### src/rtl/tmr16_pkg.sv
package tmr16_pkg;

    localparam int BUS_AW = 8;
    localparam int BUS_DW = 32;
    localparam int FLAG_W = 2;

    localparam logic [BUS_AW-1:0] A_CTRL  = 8'h00;
    localparam logic [BUS_AW-1:0] A_CMD   = 8'h04;
    localparam logic [BUS_AW-1:0] A_IEN   = 8'h0C;
    localparam logic [BUS_AW-1:0] A_FLAGS = 8'h10;
    localparam logic [BUS_AW-1:0] A_FSET  = 8'h14;
    localparam logic [BUS_AW-1:0] A_FCLR  = 8'h18;
    localparam logic [BUS_AW-1:0] A_RELD  = 8'h1C;
    localparam logic [BUS_AW-1:0] A_COUNT = 8'h24;

    localparam int FLG_OVF = 0;
    localparam int FLG_UNF = 1;

    localparam int CMD_GO   = 0;
    localparam int CMD_HALT = 1;

    typedef struct packed {
        logic [3:0] div_code;
        logic       single;
        logic [1:0] dir;
    } ctrl_t;

    function automatic ctrl_t ctrl_from_word(input logic [BUS_DW-1:0] w);
        ctrl_t c;
        c.div_code = w[27:24];
        c.single   = w[4];
        c.dir      = w[1:0];
        return c;
    endfunction

    function automatic logic [BUS_DW-1:0] ctrl_to_word(input ctrl_t c);
        logic [BUS_DW-1:0] w;
        w        = '0;
        w[27:24] = c.div_code;
        w[4]     = c.single;
        w[1:0]   = c.dir;
        return w;
    endfunction

    function automatic logic is_down(input ctrl_t c);
        return c.dir == 2'd1;
    endfunction

endpackage

### src/rtl/tmr16_presc.sv
module tmr16_presc #(
    parameter int CODE_W = 4,
    localparam int DIV_W = (1 << CODE_W) - 1
) (
    input  logic              clk,
    input  logic              rst,
    input  logic              run,
    input  logic              restart,
    input  logic [CODE_W-1:0] code,
    output logic              tick
);
    logic [DIV_W-1:0] div_q;
    logic [DIV_W-1:0] limit;

    always_comb begin
        limit = '0;
        for (int i = 0; i < DIV_W; i++) begin
            if (i < int'(code)) limit[i] = 1'b1;
        end
    end

    assign tick = run && (div_q >= limit);

    always_ff @(posedge clk) begin
        if (rst || !run || restart) div_q <= '0;
        else if (tick)              div_q <= '0;
        else                        div_q <= div_q + 1'b1;
    end

    // after a tick the divider restarts, so a nonzero code cannot tick twice in a row
    a_r3_tick_spacing: assert property (@(posedge clk) disable iff (rst)
        tick |=> (!tick || limit == '0));

endmodule

### src/rtl/tmr16_core.sv
module tmr16_core #(
    parameter int CNT_W = 16
) (
    input  logic             clk,
    input  logic             rst,
    input  logic             tick,
    input  logic             down,
    input  logic [CNT_W-1:0] reload,
    input  logic             load_en,
    input  logic [CNT_W-1:0] load_val,
    output logic [CNT_W-1:0] count,
    output logic             ovf_evt,
    output logic             unf_evt
);
    logic at_zero, at_top;

    assign at_zero = (count == '0);
    assign at_top  = (count == reload);
    assign unf_evt = tick && !load_en && down && at_zero;
    assign ovf_evt = tick && !load_en && !down && at_top;

    always_ff @(posedge clk) begin
        if (rst) begin
            count <= '0;
        end else if (load_en) begin
            count <= load_val;
        end else if (tick) begin
            if (down) count <= at_zero ? reload : count - 1'b1;
            else      count <= at_top ? '0 : count + 1'b1;
        end
    end

    // a down-count underflow reloads from the reload register
    a_r4_unf_reload: assert property (@(posedge clk) disable iff (rst)
        unf_evt |=> count == $past(reload));

    // an up-count overflow returns to zero
    a_r5_ovf_zero: assert property (@(posedge clk) disable iff (rst)
        ovf_evt |=> count == '0);

endmodule

### src/rtl/tmr16_regs.sv
module tmr16_regs
    import tmr16_pkg::*;
#(
    parameter int CNT_W = 16
) (
    input  logic              clk,
    input  logic              rst,
    input  logic [BUS_AW-1:0] bus_addr,
    input  logic [BUS_DW-1:0] bus_wdata,
    input  logic              bus_wr,
    input  logic              bus_rd,
    output logic [BUS_DW-1:0] bus_rdata,
    input  logic [CNT_W-1:0]  count,
    input  logic              ovf_evt,
    input  logic              unf_evt,
    output ctrl_t             ctrl,
    output logic [CNT_W-1:0]  reload,
    output logic              running,
    output logic              restart,
    output logic              load_en,
    output logic [CNT_W-1:0]  load_val,
    output logic              irq
);
    logic              wr_ctrl, wr_cmd, wr_ien, wr_fset, wr_fclr, wr_reld;
    logic              go, halt;
    logic [FLAG_W-1:0] ien, flags, set_m, clr_m, hw_m;
    logic              unused_wbits;

    assign wr_ctrl  = bus_wr && bus_addr == A_CTRL;
    assign wr_cmd   = bus_wr && bus_addr == A_CMD;
    assign wr_ien   = bus_wr && bus_addr == A_IEN;
    assign wr_fset  = bus_wr && bus_addr == A_FSET;
    assign wr_fclr  = bus_wr && bus_addr == A_FCLR;
    assign wr_reld  = bus_wr && bus_addr == A_RELD;
    assign load_en  = bus_wr && bus_addr == A_COUNT;
    assign load_val = bus_wdata[CNT_W-1:0];

    assign go      = wr_cmd && bus_wdata[CMD_GO];
    assign halt    = wr_cmd && bus_wdata[CMD_HALT];
    assign restart = go && !halt;

    assign set_m = wr_fset ? bus_wdata[FLAG_W-1:0] : '0;
    assign clr_m = wr_fclr ? bus_wdata[FLAG_W-1:0] : '0;
    always_comb begin
        hw_m          = '0;
        hw_m[FLG_OVF] = ovf_evt;
        hw_m[FLG_UNF] = unf_evt;
    end

    assign unused_wbits = ^bus_wdata[BUS_DW-1:CNT_W];

    always_ff @(posedge clk) begin
        if (rst) begin
            ctrl    <= '0;
            reload  <= '1;
            ien     <= '0;
            flags   <= '0;
            running <= 1'b0;
        end else begin
            if (wr_ctrl) ctrl   <= ctrl_from_word(bus_wdata);
            if (wr_reld) reload <= bus_wdata[CNT_W-1:0];
            if (wr_ien)  ien    <= bus_wdata[FLAG_W-1:0];
            flags <= (flags & ~clr_m) | set_m | hw_m;
            if (halt)                                    running <= 1'b0;
            else if (go)                                 running <= 1'b1;
            else if ((ovf_evt || unf_evt) && ctrl.single) running <= 1'b0;
        end
    end

    assign irq = |(flags & ien);

    always_comb begin
        bus_rdata = '0;
        if (bus_rd) begin
            case (bus_addr)
                A_CTRL:  bus_rdata = ctrl_to_word(ctrl);
                A_IEN:   bus_rdata[FLAG_W-1:0] = ien;
                A_FLAGS: bus_rdata[FLAG_W-1:0] = flags;
                A_RELD:  bus_rdata[CNT_W-1:0]  = reload;
                A_COUNT: bus_rdata[CNT_W-1:0]  = count;
                default: bus_rdata = '0;
            endcase
        end
    end

    // a stop bit always leaves the timer stopped, even with start
    a_r7_stop_wins: assert property (@(posedge clk) disable iff (rst)
        halt |=> !running);

    // a single-run wrap with no command write halts the timer
    a_r6_single_halt: assert property (@(posedge clk) disable iff (rst)
        ((ovf_evt || unf_evt) && ctrl.single && !wr_cmd) |=> !running);

    // a hardware underflow survives a same-cycle clear
    a_r10_hw_beats_clear: assert property (@(posedge clk) disable iff (rst)
        unf_evt |=> flags[FLG_UNF]);

endmodule

### src/rtl/tmr16_top.sv
module tmr16_top
    import tmr16_pkg::*;
#(
    parameter int CNT_W  = 16,
    parameter int CODE_W = 4
) (
    input  logic              clk,
    input  logic              rst,
    input  logic [BUS_AW-1:0] bus_addr,
    input  logic [BUS_DW-1:0] bus_wdata,
    input  logic              bus_wr,
    input  logic              bus_rd,
    output logic [BUS_DW-1:0] bus_rdata,
    output logic              irq
);
    ctrl_t            ctrl;
    logic [CNT_W-1:0] reload, count, load_val;
    logic             running, restart, load_en, tick, ovf_evt, unf_evt;

    tmr16_regs #(.CNT_W(CNT_W)) u_regs (
        .clk(clk), .rst(rst),
        .bus_addr(bus_addr), .bus_wdata(bus_wdata), .bus_wr(bus_wr),
        .bus_rd(bus_rd), .bus_rdata(bus_rdata),
        .count(count), .ovf_evt(ovf_evt), .unf_evt(unf_evt),
        .ctrl(ctrl), .reload(reload), .running(running), .restart(restart),
        .load_en(load_en), .load_val(load_val), .irq(irq)
    );

    tmr16_presc #(.CODE_W(CODE_W)) u_presc (
        .clk(clk), .rst(rst), .run(running), .restart(restart),
        .code(ctrl.div_code[CODE_W-1:0]), .tick(tick)
    );

    tmr16_core #(.CNT_W(CNT_W)) u_core (
        .clk(clk), .rst(rst), .tick(tick), .down(is_down(ctrl)),
        .reload(reload), .load_en(load_en), .load_val(load_val),
        .count(count), .ovf_evt(ovf_evt), .unf_evt(unf_evt)
    );

    // a stopped counter that is not being loaded keeps its value
    a_r7_hold_stopped: assert property (@(posedge clk) disable iff (rst)
        (!running && !load_en) |=> $stable(count));

    // a counter write shows up in the counter on the next cycle
    a_r8_load: assert property (@(posedge clk) disable iff (rst)
        load_en |=> count == $past(load_val));

endmodule

### config.mk
export PLATFORM = sky130hd
export DESIGN_NAME = tmr16_top
export DESIGN_NICKNAME = d
export VERILOG_FILES = /design/src/rtl/tmr16_pkg.sv /design/src/rtl/tmr16_presc.sv /design/src/rtl/tmr16_core.sv /design/src/rtl/tmr16_regs.sv /design/src/rtl/tmr16_top.sv
export SDC_FILE = /design/constraint.sdc
export NUM_CORES = 1
export LEC_CHECK = 0
export BUFFER_PORTS_ARGS = -buffer_cell sky130_fd_sc_hd__buf_2
export CORE_MARGIN = 2
export CORE_UTILIZATION = 38
export DETAILED_ROUTE_END_ITERATION = 7
export GPL_ROUTABILITY_DRIVEN = 0
export GPL_TIMING_DRIVEN = 0
export PLACE_DENSITY = 0.63
export SLEW_MARGIN = 25
export SYNTH_ARGS = -nofsm -noshare
export SYNTH_HDL_FRONTEND = slang
export SYNTH_HIERARCHICAL = 1
export SYNTH_SLANG_ARGS = --single-unit
### constraint.sdc
create_clock -name clk -period 2.9 [get_ports clk]
set_input_delay 0.145 -clock clk [delete_from_list [all_inputs] [get_ports clk]]
set_output_delay 0.145 -clock clk [all_outputs]
set_load 0.01 [all_outputs]
* Word level (Yosys, flattened, before mapping)
Cells that the tools add are included.
** Storage, ports and cells
- Logic and storage cells :: 101
- Register bits :: 59
** Operators by class
- Eq/ne operators :: 9
- Magnitude comparators :: 16
- Bitwise operators :: 5
- Add/sub/neg operators :: 3
- Reductions and logical operators :: 31
- Mux-type cells :: 28
** Operators by type and width (number)
- 16-bit 2-to-1 mux :: 5
- 14-bit case mux with 3 select lines :: 1
- 8-bit by 5-bit == test with 1-bit output, second input constant :: 4
- 32-bit 2-to-1 mux :: 1
- 4-bit < comparator, first input constant :: 7
- 1-bit logical AND :: 17
- 1-bit 2-to-1 mux :: 17
- 16-bit by 1-bit adder with 16-bit output, second input constant :: 1
- 16-bit == test :: 1
- 16-bit zero test :: 1
- 3-bit by 4-bit < comparator with 1-bit output, first input constant :: 4
- 16-bit by 1-bit subtractor with 16-bit output, second input constant :: 1
- 15-bit by 1-bit adder with 15-bit output, second input constant :: 1
- 15-bit >= comparator :: 1
- 12-bit 2-to-1 mux :: 1
- 2-bit case mux with 5 select lines :: 1
- 8-bit by 3-bit == test with 1-bit output, second input constant :: 1
- 8-bit by 4-bit == test with 1-bit output, second input constant :: 1
- 8-bit by 6-bit == test with 1-bit output, second input constant :: 1
- 8-bit zero test :: 1
- 1-bit by 4-bit < comparator with 1-bit output, first input constant :: 2
- 2-bit by 4-bit < comparator with 1-bit output, first input constant :: 2
- 2-bit OR reduction :: 3
- 2-bit AND :: 2
- 7 further kinds :: 15

* Depth between registers and ports, before layout
- Depth after elaboration :: 11
- Mapped depth :: 15
- Mapped depth without buffers :: 13

* Hierarchy
The synthesis kept the hierarchy.
** Modules (own cells, without submodules)
- tmr16_core :: instances 1, cells an instance 279, area each 2090.8 um^2
- tmr16_regs :: instances 1, cells an instance 223, area each 1829.3 um^2
- tmr16_presc :: instances 1, cells an instance 131, area each 1099.8 um^2
- tmr16_top :: instances 1, cells an instance 1, area each 13.8 um^2

* Worst setup path before layout
OpenSTA, ideal clock, no wires.
- Path type :: register to register
- Start :: register, netlist name u_regs/ctrl[5]
- End :: register u_core.count[10]
- Required time :: 2785 ps
- Cell stages (with the launch flop) :: 15
- Slack :: -127 ps
- Library setup time :: 115 ps
- Data arrival time :: 2913 ps
- Path buffers :: 3
- Cell sequence :: dfxtp_1 -> clkbuf_1 -> nor2b_1 -> nor2_1 -> ha_1 -> nand3_1 -> o21bai_1 -> a2111o_1 -> o211ai_1 -> clkbuf_1 -> clkbuf_1 -> nor3b_1 -> a21oi_1 -> o21ai_0 -> o21a_1
** Between the ends
- Cells in the longest elaborated chain, start to end :: 5
- Elaborated cells on any way between the ends :: 33
- Those cells by class :: order compare (16); mux (15); reduce/logical (2)
** Ends and longest elaborated chain
- 1-bit by 4-bit < comparator with 1-bit output, or another cell as far along :: RTL line tmr16_presc.sv:18 : if (i < int'(code)) limit[i] = 1'b1;
- 1-bit 2-to-1 mux :: RTL line tmr16_presc.sv:18
- 15-bit >= comparator * :: RTL line tmr16_presc.sv:22 : assign tick = run && (div_q >= limit);
- 1-bit logical AND * :: RTL line tmr16_presc.sv:22
- net tick :: RTL line tmr16_top.sv:18 : logic running, restart, load_en, tick, ovf_evt, unf_evt;
- 2-bit nonzero test (no source line) *
- end signal, assigned :: RTL line tmr16_core.sv:26 : count <= load_val;
- end signal, assigned :: RTL line tmr16_core.sv:28 : if (down) count <= at_zero ? reload : count - 1'b1;
- end signal, assigned :: RTL line tmr16_core.sv:29 : else count <= at_top ? '0 : count + 1'b1;
- end, declared :: RTL line tmr16_core.sv:11 : output logic [CNT_W-1:0] count,
Mark *: on every way through the listed nets, which the timed path passes. The rest lies on a longest branch.
A chain may end at the register's enable or synchronous reset.

* Final worst setup path
- Start :: register, netlist name u_regs/ctrl[6]
- End :: register u_core.count[13]
** Between the ends
- Cells in the longest elaborated chain, start to end :: 5
- Elaborated cells on any way between the ends :: 33
- Those cells by class :: order compare (16); mux (15); reduce/logical (2)
** Ends and longest elaborated chain (RTL line)
- 1-bit by 4-bit < comparator with 1-bit output, or another cell as far along :: tmr16_presc.sv:18
- 1-bit 2-to-1 mux :: tmr16_presc.sv:18
- 15-bit >= comparator * :: tmr16_presc.sv:22
- 1-bit logical AND * :: tmr16_presc.sv:22
- net tick :: tmr16_top.sv:18
- 2-bit nonzero test (no source line) *
Marked as above.

==> reports/qor.txt <==
Routed Antenna Nets -> 0
Hold Path Cell Cnt -> 3
Worst-path clk slew -> 0.06 ns
CP endpoint kind -> flip-flop
I/O pins -> 77
RR Endpoint -> u_core/count[13]$_SDFFE_PP0P_
R2r startpoint -> u_regs/ctrl[6]$_SDFFE_PP0P_
Clock Skews -> 0.00673 ns
GR Overflow Total -> 0
Placed cell area -> 5550 sq um
EDFF count, synth -> 0
Grt peak-use layer -> met2
Clk_lat worst skew -> 0.34 ns
Hold Slack -> 0.0317 ns
Routed WL -> 15.8 mm
Final cycle utilization of the critical path -> 0.991
Cells after synthesis -> 634
CTS sink cnt -> 59
P&R area growth vs syn -> 24.9%
Most common cell after layout, fill and taps aside -> nor2_1
Row count -> 42
Via-per-instance ratio -> 5.61
Worst Path Required -> 3.12 ns
Vias in the first global route -> 4919
WP data arrival -> 3.09 ns
Via Count -> 5041
Commonest cells after routing, fill and taps aside -> nor2_1 (68), buf_2 (64), dfxtp_1 (55)
Multi-input logic area -> 3590 sq um
Largest net degree at the start of global routing -> 11
Setup ws final -> 0.0257 ns
Final-layout fill cell count -> 1273
Lkg Pwr -> 2.82 nW
Unrepaired setup endpoints after global routing -> true
PD cells -> 340 nW/um^2
H-tree depth -> 3
Clock tree root buffer cell -> clkbuf_16
Worst hold start -> bus_wdata[15]
Hold path endpoint -> u_regs/reload[15]$_SDFFE_PP1P_
Die area -> 14200 sq um
M2 GR Usage -> 0.361
DP Worst Slack -> -0.569 ns
Hold crit path type -> input pin to flip-flop
Initial antenna violation count -> 0
Core Box Area -> 13100 sq um
Synth Flop Type -> dfxtp_1
GRT Util Overall -> 0.221
Syn avg cell area -> 7.94 sq um
CP delay by family, top -> compound AO/OA/AOI/OAI gates
Drc violations -> 0
R2R depth -> 11
CP max stage delay -> 0.42 ns
Worst-Margin Slew -> 0.729 ns
Initial DRC Count -> 363
Worst vdd ir -> 0.000248 V
Reg2Reg Setup Slack -> 0.03 ns
Antenna diode count -> 0
# setup viols final -> 0
CP Max Fanout -> 10
Seq/Total Area, Yosys -> 0.235
CTS Buf Count -> 9
Critical-path cell list -> buf_8 > o21ai_0 > ha_1 > nand4_1 > a2111o_1 > o211ai_1 > clkbuf_8 > buf_12 > inv_1 > a21o_1 > o31a_1
Outcome -> finished clean
Port Buffer Count -> 51
Chip Width -> 119 um
CTS Buffer Depth -> 2
Max Slew Vio Count -> 0
Mean routed wirelength per cell -> 17.5 um
Critical path type -> flip-flop to flip-flop
Slew headroom -> 0.512
DP Wirelength -> 11.2 mm
DR pass1 iterations -> 5
Met3 usage -> 0.0508
Sequential Area -> 1200 sq um
Slowest cell on crit path -> a2111o_1
Nets -> 780
CTS tree -> built
Number of synthesis warnings -> 6
First-pass GRT wire length -> 25.0 mm
Fmax -> 348 MHz
Critical path launch point type -> flip-flop
Height of the die -> 119 um
Period minus WS final -> 2.87 ns
Design area -> 6290 sq um
Initial Utilization -> 0.385
Maximum Capacitance Violations -> 0
Flops & latches, synth -> 59
Share of cells above drive strength 1 -> 0.279
Netlist cell types -> 70
CP Buf/Inv Count -> 4
Met1 global-route usage -> 0.271
Synth async-reset ratio -> 0
Fin. Hold Viols -> 0
CTS Hold Buffers Added -> 0
Final core occ -> 0.480
Netlist Area Pre-Place -> 5030 sq um
==> cell usage after synthesis, types with 8 or more instances <==
cell type,count,area [sq um]
nor2_1,69,259
and2_1,10,62.6
buf_4,34,255
a21o_1,12,90.1
mux2i_1,10,100
o21ai_0,14,70.1
nor3b_1,13,97.6
a211oi_1,8,60.1
xor2_1,15,131
nand3b_1,18,135
nor3_1,15,75.1
nor2b_1,21,131
a22oi_1,14,105
xnor2_1,34,298
inv_1,11,41.3
nand4_1,12,75.1
buf_2,12,60.1
a21oi_1,28,140
clkbuf_1,18,67.6
and3_1,10,62.6
ha_1,18,225
dfxtp_1,59,1180
nand2_1,51,191
nand3_1,24,120
==> where the power goes <==
part           switching (mW)  internal, mW  total (mW)  leakage [nW]
clock                   0.382         0.797        1.18         0.159
sequential            0.00158         0.809       0.810         0.479
combinational          0.0801        0.0690       0.149          2.18
total                   0.463          1.67        2.14          2.82
==> worst max path at each step <==
stage	start	end	cells past startpoint
finish	u_regs/ctrl[6]$_SDFFE_PP0P_	u_core/count[13]$_SDFFE_PP0P_	11
global route	u_regs/ctrl[4]$_SDFFE_PP0P_	u_regs/running$_SDFFE_PP0P_	14
CTS	u_regs/ctrl[5]$_SDFFE_PP0P_	u_core/count[13]$_SDFFE_PP0P_	13
detailed placement	u_regs/ctrl[6]$_SDFFE_PP0P_	u_core/count[5]$_SDFFE_PP0P_	14
global placement	bus_addr[2]	u_core/count[15]$_SDFFE_PP0P_	12
floorplan	u_regs/ctrl[6]$_SDFFE_PP0P_	u_core/count[5]$_SDFFE_PP0P_	14
==> cell families (layout without fill, tap and decap cells) <==
| logic type | after synthesis | after routing | synth area share |
|---|---|---|---|
| muxes | 10 | 10 | 0.0199 |
| adders and majority gates | 18 | 18 | 0.0447 |
| buffers and inverters | 85 | 163 | 0.102 |
| and+or+nand+nor | 284 | 284 | 0.327 |
| other | 1 | 12 | 0.000745 |
| DFF | 59 | 59 | 0.235 |
| xor gates and xnor gates | 49 | 49 | 0.0853 |
| AOI/OAI and AO/OA | 128 | 128 | 0.186 |
==> tightest hold or removal path, cell delays in order <==
cell and delay (ns):
buf_2 0.09, nand2_1 0.04, nand3b_1 0.06
==> layout make-up <==
cell class | count | share of cell area
Clock inverter | 4 | 0.0115
Inverter | 11 | 0.00657
Clock buffer | 12 | 0.0408
Multi-Input combinational cell | 501 | 0.571
Buffer | 72 | 0.0816
Timing Repair Buffer | 64 | 0.0627
Sequential cell | 59 | 0.190
Tap cell | 176 | 0.0350
==> timing repair <==
action / in CTS / in global routing
buffers inserted: 5 / 7
pin swaps: 4 / 16
setup endpoints to repair: 19 / 19
gates resized for setup: 26 / 40
cloned: 0 / 1
==> state kept, by name, summed over array words and instances (netlist names) <==
name and count:
u_regs/flags 2, u_regs/ctrl 7, u_core/count 16, u_regs/ien 2, u_regs/reload 16, u_presc/div_q 15
u_regs/running 1
==> per-layer routing <==
layer / wire length (um) / vias up
met4: 634 / 0
met1: 6690 / 2421
li1: - / 2405
met5: 0 / -
met2: 7530 / 173
met3: 904 / 42
==> through the flow <==
stage,std cells,power (mW),TNS [ns]
4_1_cts,891,2.16,0
5_1_grt,899,2.21,-1.18
2_1_floorplan,645,0.921,0
3_3_place_gp,872,0.973,-7.40
3_5_place_dp,872,0.974,-8.35
6_report,899,2.14,0
(Power assumes the default switching activity.)
